[src/rtl/mbist_pkg.sv]
package mbist_pkg;

  localparam logic [1:0] CMD_NONE  = 2'b00;
  localparam logic [1:0] CMD_WR    = 2'b01;
  localparam logic [1:0] CMD_RDCHK = 2'b11;

  // one march element: direction, one or two ops, each read/write and polarity
  typedef struct packed {
    logic valid;
    logic down;
    logic pair;
    logic rd0;
    logic inv0;
    logic rd1;
    logic inv1;
  } elem_t;

  function automatic elem_t elem_mk(input logic down, input logic pair,
                                    input logic rd0, input logic inv0,
                                    input logic rd1, input logic inv1);
    elem_t e;
    e.valid = 1'b1;
    e.down  = down;
    e.pair  = pair;
    e.rd0   = rd0;
    e.inv0  = inv0;
    e.rd1   = rd1;
    e.inv1  = inv1;
    return e;
  endfunction

  // algorithm codes: 0 init, 1 read-check, 2 scan, 3 five-op march, 4 ten-op march
  function automatic elem_t march_elem(input logic [2:0] alg, input logic [2:0] idx);
    elem_t e;
    e = '0;
    case (alg)
      3'd0: if (idx == 3'd0) e = elem_mk(1'b0, 1'b0, 1'b0, 1'b0, 1'b0, 1'b0);
      3'd1: if (idx == 3'd0) e = elem_mk(1'b0, 1'b0, 1'b1, 1'b0, 1'b0, 1'b0);
      3'd2: begin
        case (idx)
          3'd0: e = elem_mk(1'b0, 1'b0, 1'b0, 1'b0, 1'b0, 1'b0);
          3'd1: e = elem_mk(1'b0, 1'b0, 1'b1, 1'b0, 1'b0, 1'b0);
          3'd2: e = elem_mk(1'b0, 1'b0, 1'b0, 1'b1, 1'b0, 1'b0);
          3'd3: e = elem_mk(1'b0, 1'b0, 1'b1, 1'b1, 1'b0, 1'b0);
          default: e = '0;
        endcase
      end
      3'd3: begin
        case (idx)
          3'd0: e = elem_mk(1'b0, 1'b0, 1'b0, 1'b0, 1'b0, 1'b0);
          3'd1: e = elem_mk(1'b0, 1'b1, 1'b1, 1'b0, 1'b0, 1'b1);
          3'd2: e = elem_mk(1'b1, 1'b1, 1'b1, 1'b1, 1'b0, 1'b0);
          default: e = '0;
        endcase
      end
      3'd4: begin
        case (idx)
          3'd0: e = elem_mk(1'b0, 1'b0, 1'b0, 1'b0, 1'b0, 1'b0);
          3'd1: e = elem_mk(1'b0, 1'b1, 1'b1, 1'b0, 1'b0, 1'b1);
          3'd2: e = elem_mk(1'b0, 1'b1, 1'b1, 1'b1, 1'b0, 1'b0);
          3'd3: e = elem_mk(1'b1, 1'b1, 1'b1, 1'b0, 1'b0, 1'b1);
          3'd4: e = elem_mk(1'b1, 1'b1, 1'b1, 1'b1, 1'b0, 1'b0);
          3'd5: e = elem_mk(1'b1, 1'b0, 1'b1, 1'b0, 1'b0, 1'b0);
          default: e = '0;
        endcase
      end
      default: e = '0;
    endcase
    return e;
  endfunction

endpackage

[src/rtl/mbist_elem_rom.sv]
module mbist_elem_rom
  import mbist_pkg::*;
(
  input  logic [2:0] alg,
  input  logic [2:0] idx,
  output elem_t      desc
);
  assign desc = march_elem(alg, idx);
endmodule

[src/rtl/mbist_addr_step.sv]
module mbist_addr_step #(
  parameter int AW = 8
) (
  input  logic [AW-1:0] cur,
  input  logic [AW-1:0] lo,
  input  logic [AW-1:0] hi,
  input  logic          down,
  output logic [AW-1:0] nxt,
  output logic          at_end
);
  function automatic logic [AW-1:0] step_addr(input logic [AW-1:0] a, input logic dn);
    return dn ? a - 1'b1 : a + 1'b1;
  endfunction

  function automatic logic last_addr(input logic [AW-1:0] a, input logic [AW-1:0] l,
                                     input logic [AW-1:0] h, input logic dn);
    return dn ? (a == l) : (a == h);
  endfunction

  assign nxt    = step_addr(cur, down);
  assign at_end = last_addr(cur, lo, hi, down);
endmodule

[src/rtl/mbist_rd_check.sv]
module mbist_rd_check #(
  parameter int DW = 16
) (
  input  logic          clk,
  input  logic          rst_n,
  input  logic          issue_rd,
  input  logic [DW-1:0] exp_in,
  input  logic [DW-1:0] rdata,
  output logic          miscmp,
  output logic [DW-1:0] exp_q
);
  logic pend_q;

  always_ff @(posedge clk or negedge rst_n) begin
    if (!rst_n) begin
      pend_q <= 1'b0;
      exp_q  <= '0;
    end else begin
      pend_q <= issue_rd;
      if (issue_rd) exp_q <= exp_in;
    end
  end

  assign miscmp = pend_q && (rdata != exp_q);
endmodule

[src/rtl/mbist_march_seq.sv]
module mbist_march_seq
  import mbist_pkg::*;
#(
  parameter int AW = 8,
  parameter int DW = 16
) (
  input  logic          clk,
  input  logic          rst_n,
  input  logic          start,
  input  logic [2:0]    alg_sel,
  input  logic [DW-1:0] pattern,
  input  logic [AW-1:0] addr_lo,
  input  logic [AW-1:0] addr_hi,
  output logic          mem_en,
  output logic          mem_we,
  output logic [AW-1:0] mem_addr,
  output logic [DW-1:0] mem_wdata,
  input  logic [DW-1:0] mem_rdata,
  output logic          busy,
  output logic          done,
  output logic          fail,
  output logic [2:0]    stat_elem,
  output logic [AW-1:0] stat_addr,
  output logic          stat_dir,
  output logic          stat_inv,
  output logic [1:0]    stat_cmd,
  output logic [DW-1:0] fail_exp,
  output logic [DW-1:0] fail_act
);
  localparam int EW = 3;

  logic [2:0]    alg_q;
  logic [DW-1:0] pat_q;
  logic [AW-1:0] lo_q, hi_q, addr_q;
  logic [EW-1:0] elem_q;
  logic          opk_q, running_q, drain_q, done_q, fail_q;

  elem_t         cur_d, nxt_d, first_d;
  logic [EW-1:0] elem_inc;
  logic [AW-1:0] addr_nxt;
  logic          at_end;
  logic          op_rd, op_inv, cell_last;
  logic [DW-1:0] op_data, rd_exp;
  logic          issue, issue_rd, miscmp, start_ok;

  assign elem_inc = elem_q + 3'd1;

  mbist_elem_rom u_rom_cur   (.alg(alg_q),   .idx(elem_q),   .desc(cur_d));
  mbist_elem_rom u_rom_nxt   (.alg(alg_q),   .idx(elem_inc), .desc(nxt_d));
  mbist_elem_rom u_rom_first (.alg(alg_sel), .idx(3'd0),     .desc(first_d));

  mbist_addr_step #(.AW(AW)) u_step (
    .cur(addr_q), .lo(lo_q), .hi(hi_q), .down(cur_d.down),
    .nxt(addr_nxt), .at_end(at_end)
  );

  assign op_rd     = opk_q ? cur_d.rd1  : cur_d.rd0;
  assign op_inv    = opk_q ? cur_d.inv1 : cur_d.inv0;
  assign op_data   = op_inv ? ~pat_q : pat_q;
  assign cell_last = !cur_d.pair || opk_q;

  // a miscompare seen this cycle blocks the operation that would follow it
  assign issue    = running_q && !miscmp;
  assign issue_rd = issue && op_rd;

  mbist_rd_check #(.DW(DW)) u_chk_rd (
    .clk(clk), .rst_n(rst_n), .issue_rd(issue_rd), .exp_in(op_data),
    .rdata(mem_rdata), .miscmp(miscmp), .exp_q(rd_exp)
  );

  assign mem_en    = issue;
  assign mem_we    = issue && !op_rd;
  assign mem_addr  = addr_q;
  assign mem_wdata = op_data;

  assign busy     = running_q || drain_q;
  assign done     = done_q;
  assign fail     = fail_q;
  assign start_ok = start && !busy;

  always_ff @(posedge clk or negedge rst_n) begin
    if (!rst_n) begin
      alg_q <= '0; pat_q <= '0; lo_q <= '0; hi_q <= '0; addr_q <= '0;
      elem_q <= '0; opk_q <= 1'b0;
      running_q <= 1'b0; drain_q <= 1'b0; done_q <= 1'b0; fail_q <= 1'b0;
      stat_elem <= '0; stat_addr <= '0; stat_dir <= 1'b0; stat_inv <= 1'b0;
      stat_cmd <= CMD_NONE; fail_exp <= '0; fail_act <= '0;
    end else if (start_ok) begin
      alg_q     <= alg_sel;
      pat_q     <= pattern;
      lo_q      <= addr_lo;
      hi_q      <= addr_hi;
      elem_q    <= '0;
      opk_q     <= 1'b0;
      addr_q    <= first_d.down ? addr_hi : addr_lo;
      running_q <= first_d.valid;
      done_q    <= !first_d.valid;
      drain_q   <= 1'b0;
      fail_q    <= 1'b0;
    end else if (running_q) begin
      if (miscmp) begin
        running_q <= 1'b0;
        fail_q    <= 1'b1;
        fail_exp  <= rd_exp;
        fail_act  <= mem_rdata;
      end else begin
        stat_elem <= elem_q;
        stat_addr <= addr_q;
        stat_dir  <= cur_d.down;
        stat_inv  <= op_inv;
        stat_cmd  <= op_rd ? CMD_RDCHK : CMD_WR;
        if (!cell_last) begin
          opk_q <= 1'b1;
        end else begin
          opk_q <= 1'b0;
          if (!at_end) begin
            addr_q <= addr_nxt;
          end else if (nxt_d.valid) begin
            elem_q <= elem_inc;
            addr_q <= nxt_d.down ? hi_q : lo_q;
          end else begin
            running_q <= 1'b0;
            drain_q   <= 1'b1;
          end
        end
      end
    end else if (drain_q) begin
      drain_q <= 1'b0;
      if (miscmp) begin
        fail_q   <= 1'b1;
        fail_exp <= rd_exp;
        fail_act <= mem_rdata;
      end else begin
        done_q <= 1'b1;
      end
    end
  end
endmodule

[config.mk]
export PLATFORM = sky130hd
export DESIGN_NAME = mbist_march_seq
export DESIGN_NICKNAME = d
export VERILOG_FILES = /design/src/rtl/mbist_pkg.sv /design/src/rtl/mbist_elem_rom.sv /design/src/rtl/mbist_addr_step.sv /design/src/rtl/mbist_rd_check.sv /design/src/rtl/mbist_march_seq.sv
export SDC_FILE = /design/constraint.sdc
export NUM_CORES = 1
export LEC_CHECK = 0
export ABC_AREA = 1
export CORE_MARGIN = 1.5
export CORE_UTILIZATION = 40
export DETAILED_ROUTE_END_ITERATION = 6
export PLACE_DENSITY = 0.74
export SLEW_MARGIN = 25
export SYNTH_ARGS = -nofsm -noshare
export SYNTH_HDL_FRONTEND = slang
export SYNTH_HIERARCHICAL = 1
export SYNTH_SLANG_ARGS = --single-unit
[constraint.sdc]
create_clock -name clk -period 7.2 [get_ports clk]
set_input_delay 1.44 -clock clk [delete_from_list [all_inputs] [get_ports clk]]
set_output_delay 1.44 -clock clk [all_outputs]
set_load 0.01 [all_outputs]
==> results.cfg <==
[sta]
fin_skew_ns = 0.00822
final-hold-violation-count = 0
maxSlewViolCount = 0
fin_setup_tns_ns = 0
worst_pin_slew_ns = 1.08
fin_crit_sh = 0.802
slew_headroom = 0.278
fmax_ghz = 0.173
rsz0062_at_grt = no
finalSetupViolCount = 0
finalCriticalPeriod_ns = 5.78

[worst_hold_path]
hold_path_class = reg -> reg

[global_routing]
grt_pass1_wl_um = 26600
gr-usage-met3 = 0.0444
grt_pass1_vias = 5465
grtUsageMet2 = 0.320
grtUsageMet1 = 0.270
antenna_found_initial = 0
overflow = 0
grt.total_usage = 0.199
grt_busiest_layer = met2
grt_max_degree = 60

[cts]
hold_buffers = 0
cts_resized = 0
clockRootBuffer = clkbuf_16
cts.sinks = 115
post_cts_buffers = 0
htreeDepth = 4
numCtsBuffers = 17
clkTransAtPathRegs_ns = 0.06
clock_path_buffers = 2
worstSkewPairLatency_ns = 0.41
cts_tree = built

[yosys]
yosys_warnings = 6
syn_inst = 917
netlist_area_um2 = 6540
avgSynthCellArea_um2 = 7.13

[place]
hpwl_um = 11500
gp_congestion = 0.846
dp_cells = 1245
placed_cell_area_um2 = 7990
portBuffers = 129

[final_layout]
final_cells = 1278
drive_above_1_share = 0.0810
syn_to_final_growth_pct = 32.9
nets = 1111
finalInstanceArea_um2 = 8690
diodes = 0

[setup_path]
crit_chain = clkdlybuf4s50_1 -> inv_1 -> nand2_1 -> nand2_1 -> nor2_1 -> nand2_1 -> nor2_1 -> a21oi_4 -> buf_16 -> inv_1 -> nand2_1 -> nor2_1 -> clkdlybuf4s50_1
cp_data_arrival_time_ns = 4.34
worstSetupPathType = in -> out
reg2reg_slack_ns = 3.90
crit_family = buffers and inverters
crit_path_end_kind = primary output
worst_path_largest_cell_delay_ns = 0.60
crit_path_start_kind = input pin
critPathMostFrequentCell = nand2_1
cp_max_fo = 22
cp.required_ns = 5.76
slowest_stage = clkdlybuf4s50_1
cp_num_buf_inv = 5

[power]
pwr-share-seq = 0.315
pwr-share-clk = 0.255
p_int_w = 0.00227
p_per_area_nw_per_um2 = 425
peakVddDrop_uv = 189
leakagePower_nw = 4.44
swShare = 0.384
fin_total_pwr_w = 0.00369
switching_power_w = 0.00142
comb_power_share = 0.430

[route]
firstDrtPassIters = 5
wirelength_um = 16400
drc = 0
ant_nets = 0
vias = 5978
drt_iter0_drc = 363
post_drt_wl_per_cell_um = 12.8
vias_per_cell = 4.68

[floorplan]
initial_core_util = 0.410
die_w_um = 131
dieHeight_um = 131
die-area_um2 = 17100
io_pins = 130
row_count = 46
design.core.area_um2 = 15900

[status]
status = finished, final reports clean

[run]
cap_violations = 0
## layer usage
layer | part of all wire | up-vias
met5 | 0 | -
met4 | 0.0079 | 0
met3 | 0.054 | 9
met2 | 0.47 | 164
met1 | 0.47 | 2734
li1 | - | 3071
## final timing paths
| kind | startpoint | to | depth (start not counted) |
|---|---|---|---|
| max | mem_rdata[3] | mem_we | 13 |
| max reg2reg | alg_q[2] | mem_addr[4] | 18 |
| min | fail_act[3] | fail_act[3] | 2 |
| max in group asynchronous | rst_n | stat_addr[0] | 2 |
| min in group asynchronous | rst_n | pat_q[1] | 1 |
| min reg2reg | fail_act[3] | fail_act[3] | 2 |
## state kept, by name, indices dropped and copies added (netlist names)
| register | count |
|---|---|
| fail_act | 16 |
| stat_inv | 1 |
| u_chk_rd/pend_q | 1 |
| hi_q | 8 |
| alg_q | 3 |
| lo_q | 8 |
| done | 1 |
| stat_addr | 8 |
| fail | 1 |
| stat_cmd | 2 |
| stat_dir | 1 |
| stat_elem | 3 |
| running_q | 1 |
| fail_exp | 16 |
| u_chk_rd/exp_q | 16 |
| pat_q | 16 |
| opk_q | 1 |
| mem_addr | 8 |
| drain_q | 1 |
| elem_q | 3 |
## placed cells by master, fill, tap and decap left out, types with 4 or more instances in the layout
master           count
nand2_1            374
clkdlybuf4s50_1    128
dfrtp_1            115
inv_1              108
nand3_1             80
nor2_1              42
o21ai_0             41
a21oi_1             19
xnor2_1             17
clkbuf_16           17
inv_2               15
conb_1              15
nor2_2               9
o21a_1               8
nand2_2              7
ha_1                 7
xor2_1               6
nor2_4               5
bufinv_16            5
buf_4                5
nand4_1              5
nand3_2              4
## per-stage QoR
stage	setup slack (ns)	hold slack [ns]	utilization
floorplan	3.40	0.469	-
global route	1.13	0.489	0.545
global placement	1.30	0.452	0.501
CTS	1.24	0.470	0.543
finish	1.42	0.467	0.545
detailed placement	1.24	0.457	0.501
## layout make-up
class | instances | area [um^2]
multi-input cells | 657 | 3060
clock inverters | 12 | 201
well taps | 216 | 270
repair buffers | 134 | 1350
clock buffers | 20 | 467
inverters | 124 | 468
flip-flops and latches | 115 | 2880
fillers | 1507 | 7260
## power by group through the flow
stage	Combinational [W]	Sequential (W)	Clock (W)
3_5_place_dp	0.00157	0.00117	0
5_1_grt	0.00179	0.00120	0.000987
4_1_cts	0.00158	0.00116	0.000954
6_report	0.00159	0.00116	0.000940
2_1_floorplan	0.000904	0.00118	0
3_3_place_gp	0.00154	0.00116	0
## worst register-to-register path: stages, from the launching register on
cell and delay [ns]:
dfrtp_1 0.63, nand3_2 0.19, o21ai_1 0.16, buf_4 0.27, inv_2 0.17, nand2_1 0.11, nand2_1 0.06, nand2_1 0.05
nand2_1 0.05, nor2_1 0.09, nand2_1 0.06, nor2_1 0.49, buf_4 0.29, nand2_1 0.07, nand3_1 0.09, nand2_2 0.14
inv_2 0.18, nand2_1 0.08, nand2_1 0.07
Power figures use the tool's default switching activity.
